$ cat src/rtl/pinchg_pkg.sv
package pinchg_pkg;
  localparam int N_GRP     = 4;
  localparam int GRP_SLOT  = 8;
  localparam int ADDR_CTRL = 0;
  localparam int ADDR_PEND = 1;
  localparam int ADDR_MASK = 2;

  function automatic int grp_lo(input int g);
    case (g)
      0:       return 0;
      1:       return 8;
      2:       return 16;
      default: return 24;
    endcase
  endfunction

  function automatic int grp_w(input int g);
    case (g)
      0:       return 8;
      1:       return 7;
      2:       return 8;
      default: return 3;
    endcase
  endfunction

  function automatic logic [31:0] used_pins();
    logic [31:0] m;
    m = '0;
    for (int g = 0; g < N_GRP; g++)
      for (int b = 0; b < grp_w(g); b++)
        m[grp_lo(g) + b] = 1'b1;
    return m;
  endfunction
endpackage

$ cat src/rtl/pinchg_sync.sv
module pinchg_sync #(
  parameter int W      = 1,
  parameter int STAGES = 2
) (
  input  logic         clk_i,
  input  logic         rst_i,
  input  logic [W-1:0] d_i,
  output logic [W-1:0] cur_o,
  output logic [W-1:0] prev_o
);
  logic [W-1:0] stg_q [STAGES];
  logic [W-1:0] prev_q;

  always_ff @(posedge clk_i) begin
    if (rst_i) begin
      for (int i = 0; i < STAGES; i++) stg_q[i] <= '0;
      prev_q <= '0;
    end else begin
      stg_q[0] <= d_i;
      for (int i = 1; i < STAGES; i++) stg_q[i] <= stg_q[i-1];
      prev_q <= stg_q[STAGES-1];
    end
  end

  assign cur_o  = stg_q[STAGES-1];
  assign prev_o = prev_q;
endmodule

$ cat src/rtl/pinchg_group.sv
module pinchg_group #(
  parameter int W = 8
) (
  input  logic         clk_i,
  input  logic         rst_i,
  input  logic [W-1:0] cur_i,
  input  logic [W-1:0] prev_i,
  input  logic [W-1:0] mask_i,
  input  logic         en_i,
  input  logic         gie_i,
  input  logic         ack_i,
  input  logic         w1c_i,
  output logic         pend_o,
  output logic         irq_o
);
  logic hit;
  logic pend_q;
  logic irq_q;

  assign hit = en_i && (|((cur_i ^ prev_i) & mask_i));

  always_ff @(posedge clk_i) begin
    if (rst_i) begin
      pend_q <= 1'b0;
      irq_q  <= 1'b0;
    end else begin
      if (hit)                pend_q <= 1'b1;
      else if (ack_i | w1c_i) pend_q <= 1'b0;
      irq_q <= pend_q && en_i && gie_i;
    end
  end

  assign pend_o = pend_q;
  assign irq_o  = irq_q;

  // a flag rises only after a masked-in change in an enabled group
  a_r2_set_needs_masked_change: assert property (@(posedge clk_i) disable iff (rst_i)
    $rose(pend_q) |-> $past(en_i && (|((cur_i ^ prev_i) & mask_i))));
  // a clear without a competing change empties the flag
  a_r7_clear_wins_alone: assert property (@(posedge clk_i) disable iff (rst_i)
    ($past(ack_i || w1c_i) && !$past(hit)) |-> !pend_q);
  // a request needs the global enable one cycle earlier
  a_r4_irq_needs_gie: assert property (@(posedge clk_i) disable iff (rst_i)
    irq_q |-> $past(gie_i && pend_q));
endmodule

$ cat src/rtl/pinchg_irq_ctrl.sv
module pinchg_irq_ctrl
  import pinchg_pkg::*;
#(
  parameter int N_PINS = 27,
  parameter int DW     = 8,
  parameter int AW     = 3
) (
  input  logic              clk_i,
  input  logic              rst_i,
  input  logic [N_PINS-1:0] pins_i,
  input  logic              gie_i,
  input  logic [N_GRP-1:0]  ack_i,
  input  logic              wr_en_i,
  input  logic [AW-1:0]     addr_i,
  input  logic [DW-1:0]     wdata_i,
  output logic [DW-1:0]     rdata_o,
  output logic [N_GRP-1:0]  irq_o
);
  localparam logic [31:0] USED = used_pins();

  logic [N_PINS-1:0]   cur, prev;
  logic [N_GRP-1:0]    ctrl_q;
  logic [GRP_SLOT-1:0] mask_q [N_GRP];
  logic [N_GRP-1:0]    pend, w1c;
  logic [DW-1:0]       rd_mux, rdata_q;
  logic [N_PINS-1:0]   unused_pins;

  pinchg_sync #(.W(N_PINS), .STAGES(2)) u_sync (
    .clk_i (clk_i),
    .rst_i (rst_i),
    .d_i   (pins_i),
    .cur_o (cur),
    .prev_o(prev)
  );

  assign unused_pins = (cur ^ prev) & ~USED[N_PINS-1:0];

  always_ff @(posedge clk_i) begin
    if (rst_i) ctrl_q <= '0;
    else if (wr_en_i && addr_i == AW'(ADDR_CTRL)) ctrl_q <= wdata_i[N_GRP-1:0];
  end

  for (genvar g = 0; g < N_GRP; g++) begin : g_grp
    localparam int LO = grp_lo(g);
    localparam int W  = grp_w(g);
    localparam logic [GRP_SLOT-1:0] WMASK = GRP_SLOT'((1 << W) - 1);

    always_ff @(posedge clk_i) begin
      if (rst_i) mask_q[g] <= '0;
      else if (wr_en_i && addr_i == AW'(ADDR_MASK + g)) mask_q[g] <= wdata_i[GRP_SLOT-1:0] & WMASK;
    end

    assign w1c[g] = wr_en_i && addr_i == AW'(ADDR_PEND) && wdata_i[g];

    pinchg_group #(.W(W)) u_grp (
      .clk_i (clk_i),
      .rst_i (rst_i),
      .cur_i (cur[LO +: W]),
      .prev_i(prev[LO +: W]),
      .mask_i(mask_q[g][W-1:0]),
      .en_i  (ctrl_q[g]),
      .gie_i (gie_i),
      .ack_i (ack_i[g]),
      .w1c_i (w1c[g]),
      .pend_o(pend[g]),
      .irq_o (irq_o[g])
    );
  end

  always_comb begin
    rd_mux = '0;
    if (addr_i == AW'(ADDR_CTRL))      rd_mux[N_GRP-1:0] = ctrl_q;
    else if (addr_i == AW'(ADDR_PEND)) rd_mux[N_GRP-1:0] = pend;
    else
      for (int g = 0; g < N_GRP; g++)
        if (addr_i == AW'(ADDR_MASK + g)) rd_mux[GRP_SLOT-1:0] = mask_q[g];
  end

  always_ff @(posedge clk_i) begin
    if (rst_i) rdata_q <= '0;
    else       rdata_q <= rd_mux;
  end
  assign rdata_o = rdata_q;

  // the reserved control bits never read back as one
  a_r5_ctrl_reserved: assert property (@(posedge clk_i) disable iff (rst_i)
    $past(addr_i == AW'(ADDR_CTRL)) |-> rdata_o[DW-1:N_GRP] == '0);
  // the missing pin slot of group 1 never reads back as one
  a_r8_g1_hole: assert property (@(posedge clk_i) disable iff (rst_i)
    $past(addr_i == AW'(ADDR_MASK + 1)) |-> !rdata_o[GRP_SLOT-1]);
  // a request is raised only for an enabled group
  a_r4_irq_enabled: assert property (@(posedge clk_i) disable iff (rst_i)
    (irq_o & ~$past(ctrl_q)) == '0);
endmodule

$ cat config.mk
export PLATFORM = sky130hd
export DESIGN_NAME = pinchg_irq_ctrl
export DESIGN_NICKNAME = d
export VERILOG_FILES = /design/src/rtl/pinchg_pkg.sv /design/src/rtl/pinchg_sync.sv /design/src/rtl/pinchg_group.sv /design/src/rtl/pinchg_irq_ctrl.sv
export SDC_FILE = /design/constraint.sdc
export NUM_CORES = 1
export LEC_CHECK = 0
export BUFFER_PORTS_ARGS = -buffer_cell sky130_fd_sc_hd__buf_2
export CAP_MARGIN = 15
export CORE_ASPECT_RATIO = 1.75
export CORE_MARGIN = 5
export CORE_UTILIZATION = 47
export CTS_CLUSTER_DIAMETER = 40
export DETAILED_ROUTE_END_ITERATION = 8
export GPL_TIMING_DRIVEN = 1
export PLACE_DENSITY = 0.76
export SLEW_MARGIN = 25
export SYNTH_ARGS = -nofsm -noshare
export SYNTH_HDL_FRONTEND = slang
export SYNTH_SLANG_ARGS = --single-unit
export TNS_END_PERCENT = 50
$ cat constraint.sdc
create_clock -name clk_i -period 4 [get_ports clk_i]
set_input_delay 0 -clock clk_i [delete_from_list [all_inputs] [get_ports clk_i]]
set_output_delay 0 -clock clk_i [all_outputs]
set_load 0.02 [all_outputs]
==> key figures <==
CTS
  – Bufs on Longest Clock Path: 2
  – H-tree depth: 4
  – CTS Root Cell: clkbuf_16
  – Clock sink count: approximately 120
  – # Post-CTS Setup Buffers: 0
  – CTS tree: yes
  – Worst-path clk slew: 0.05 ns
  – Num CTS Buffers: 17
  – Worst-skew pair later-pin latency: ~0.4 ns

Logic synthesis
  – Post-synth EDFFs: 26
  – Synth Register Bits: about 120
  – Synth async-reset ratio: 0%
  – Post-Synth Simple-Gate Area: around 22%
  – Yosys warnings: 0
  – Cells after synthesis: ~370
  – Synth area leader: dfxtp_1
  – Post-synthesis mux area share: 2.41%
  – Post-synth net total: 420
  – Ranking of synthesized cells by area: dfxtp_1, edfxtp_1, nor2b_1
  – Avg Inst Size Synth: 12.1 um2
  – Main combinational cell family by area after synthesis: simple AND/OR/NAND/NOR gates
  – Cell area after synthesis: around 4500 um2
  – Synth Area in Compound Gates: 6.46%
  – Adder-cell area share of the yosys netlist: 0%
  – Area share of the leading cell type in the synthesized netlist: 43.5%
  – Synth unique cells: just over 40
  – Post-Synth XOR/XNOR Area: 5.05%
  – Sequential area share after synthesis: about three fifths
  – Synth Flop Type: dfxtp_1

Floorplan
  – Core area: between 9000 and 10,000 um2
  – Initial Utilization: between 40% and 50%
  – Die Ht: around 140 um
  – I/O Pins: 58
  – Die area: 11,700 um2
  – Chip width: roughly 84 um
  – Core Rows: 47

Layout
  – Filler cells: around 760
  – Ant diodes: 0
  – Most frequent cells in the layout: dfxtp_1, nor2b_1, buf_2
  – Register area: ~2700 um2
  – Synth-to-Final Area Change: 27.9%
  – Multi-input logic area: 1620 um2
  – Commonest non-fill, non-tap cell in the layout: dfxtp_1
  – Fin cells: ~600
  – Share of layout cells above drive strength 1: 21.7%
  – Layout net count: 512
  – Final Util: around three fifths

Place
  – Placed wire-length estimate: 5670 um
  – IO Port Bufs: 56
  – Placed Cells: 531
  – RePlAce Congestion: 0.855

Job
  – Max_cap viols: 0

Setup path
  – Critical Path Fanout Max: 1
  – Worst path slowest cell: o41ai_1
  – Crit path launch type: flop
  – Cells along the critical path: xor2_1 > a22o_1 > o41ai_1 > a21oi_1
  – Crit Path Category: flop to flop
  – WP data required: 4.25 ns
  – Worst EP arrival: roughly 1.7 ns
  – Slowest stage delay, CP: between 0.4 and 0.5 ns
  – Setup crit end kind: flop

Timing
  – RSZ-0062 raised after global routing: no
  – Period minus WS final: 1.41 ns
  – Clk_skew: 0.00519 ns
  – Part of the cycle the worst path needs: 35.3%
  – Tightest Pin Transition: between 0.7 and 0.8 ns
  – F_max: between 700 and 800 MHz
  – Final Hold Viols: 0
  – # setup viols final: 0
  – Final Max Slew Viols: 0
  – Setup_tns: 0 ns
  – Slew Limit Headroom: between 40% and 50%

Detailed routing
  – Drc violations: 0
  – Vias: approximately 2,900
  – Drt total wl: 8570 um
  – DR WL/cell: between 10 and 15 um
  – Routed Antenna Nets: 0
  – First-pass iteration count of the detailed router: 4
  – 1st-iter DRT viols: 166
  – Via density: 4.76

Power and ir drop
  – Max VDD drop: a little under 0.4 mV
  – Lkg Pwr: 2.46 nW
  – P per Cell Area: 522 nW/um2

Global route
  – Overflow left after global routing: 0
  – First-pass GRT wire length: 14,100 um
  – Pin count of the biggest net entering global routing: roughly 100
  – Gr usage total: 15.7%
  – Vias in the first global route: just under 3,000
  – Initial antenna violation count: 0

Worst hold path
  – HP Class: primary input to flop

Status
  – Status: complete, no violations
[stage by stage]
stage / cell area (um2) / total power [mW] / setup WS, ns / hold slack [ns]
finish: 5770 / 3.01 / 2.59 / 0.0725
global route: 5770 / 3.13 / 2.48 / 0.0906
CTS: 5770 / 3.05 / 2.58 / 0.0612
detailed placement: 4800 / 1.54 / 2.23 / 0.213
global placement: 4800 / 1.54 / 2.32 / 0.211
floorplan: 4510 / 1.49 / 2.73 / 0.128
[critical path: cells and delay by family (launching register included)]
| family | cells | cell delay (ns) |
|---|---|---|
| XOR/XNOR | 1 | 0.17 |
| flip-flops | 1 | 0.30 |
| AO/OA/AOI/OAI | 3 | 0.79 |
[layout make-up]
cell class / count / share of cell area, %
clock buffer: 25 / 8.61
clock inverter: 7 / 1.50
inverter: 3 / 0.195
multi-input combinational: 226 / 28.0
sequential: 124 / 47.5
tap: 122 / 2.64
timing repair buffer: 94 / 11.6
[cells by family after synthesis]
| group | count (synthesis) |
|---|---|
| XOR/XNOR | 26 |
| AND/OR/NAND/NOR | 154 |
| AO/OA/AOI/OAI | 36 |
| multiplexers | 10 |
| buffers and inverters | 24 |
| flip-flops | 124 |
[report_power, final]
part           internal (mW)  switching (mW)  total [mW]
clock network          0.980           0.487        1.47
logic                 0.0961          0.0870       0.183
registers               1.34          0.0280        1.36
total                   2.41           0.602        3.01
[registers in the layout, indices dropped and copies added, names as in the netlist]
signal / cells
rdata_o: 8
u_sync.stg_q: 52
g_grp.u_grp.irq_o: 4
u_sync.prev_o: 26
ctrl_q: 4
g_grp.u_grp.pend_o: 4
mask_q: 26
[per-layer routing]
layer / wire length, um / GRT usage (%) / vias to the layer above / share of wire, %
met5: 0 / 0 / - / 0
met1: 3150 / 16.1 / 1315 / 37
met2: 4670 / 27.6 / 87 / 54
li1: - / - / 1441 / -
met3: 507 / 5.50 / 15 / 5.9
met4: 243 / 7.97 / 0 / 2.8
[Yosys cell counts (all sizes together), types with 6 or more instances]
cell    instances
dfxtp          98
nor2b          81
and2           26
edfxtp         26
xor2           26
nor2           15
buf            14
nand2           9
a22o            8
a22oi           7
clkbuf          7
mux2            7
nor3            7
a221oi          6
[final timing paths]
check | start | endpoint | slack, ns | depth (start not counted)
max | u_sync.prev_o[23]$_SDFF_PP0_ | g_grp[2].u_grp.pend_o$_SDFFE_PP0P_ | 2.59 | 4
min | gie_i | g_grp[3].u_grp.irq_o$_SDFF_PP0_ | 0.07 | 3
max reg2reg | u_sync.prev_o[23]$_SDFF_PP0_ | g_grp[2].u_grp.pend_o$_SDFFE_PP0P_ | 2.59 | 4
min reg2reg | u_sync.stg_q[0][19]$_SDFF_PP0_ | u_sync.stg_q[0][46]$_SDFF_PP0_ | 0.43 | 1
[what timing repair did]
item                                    CTS  global route
gates resized for setup                   0             0
endpoints found under the hold margin    47             0
endpoints found under the setup margin    0             0
hold buffers                             38             0
Note: power is estimated with default switching activity, not from simulation.
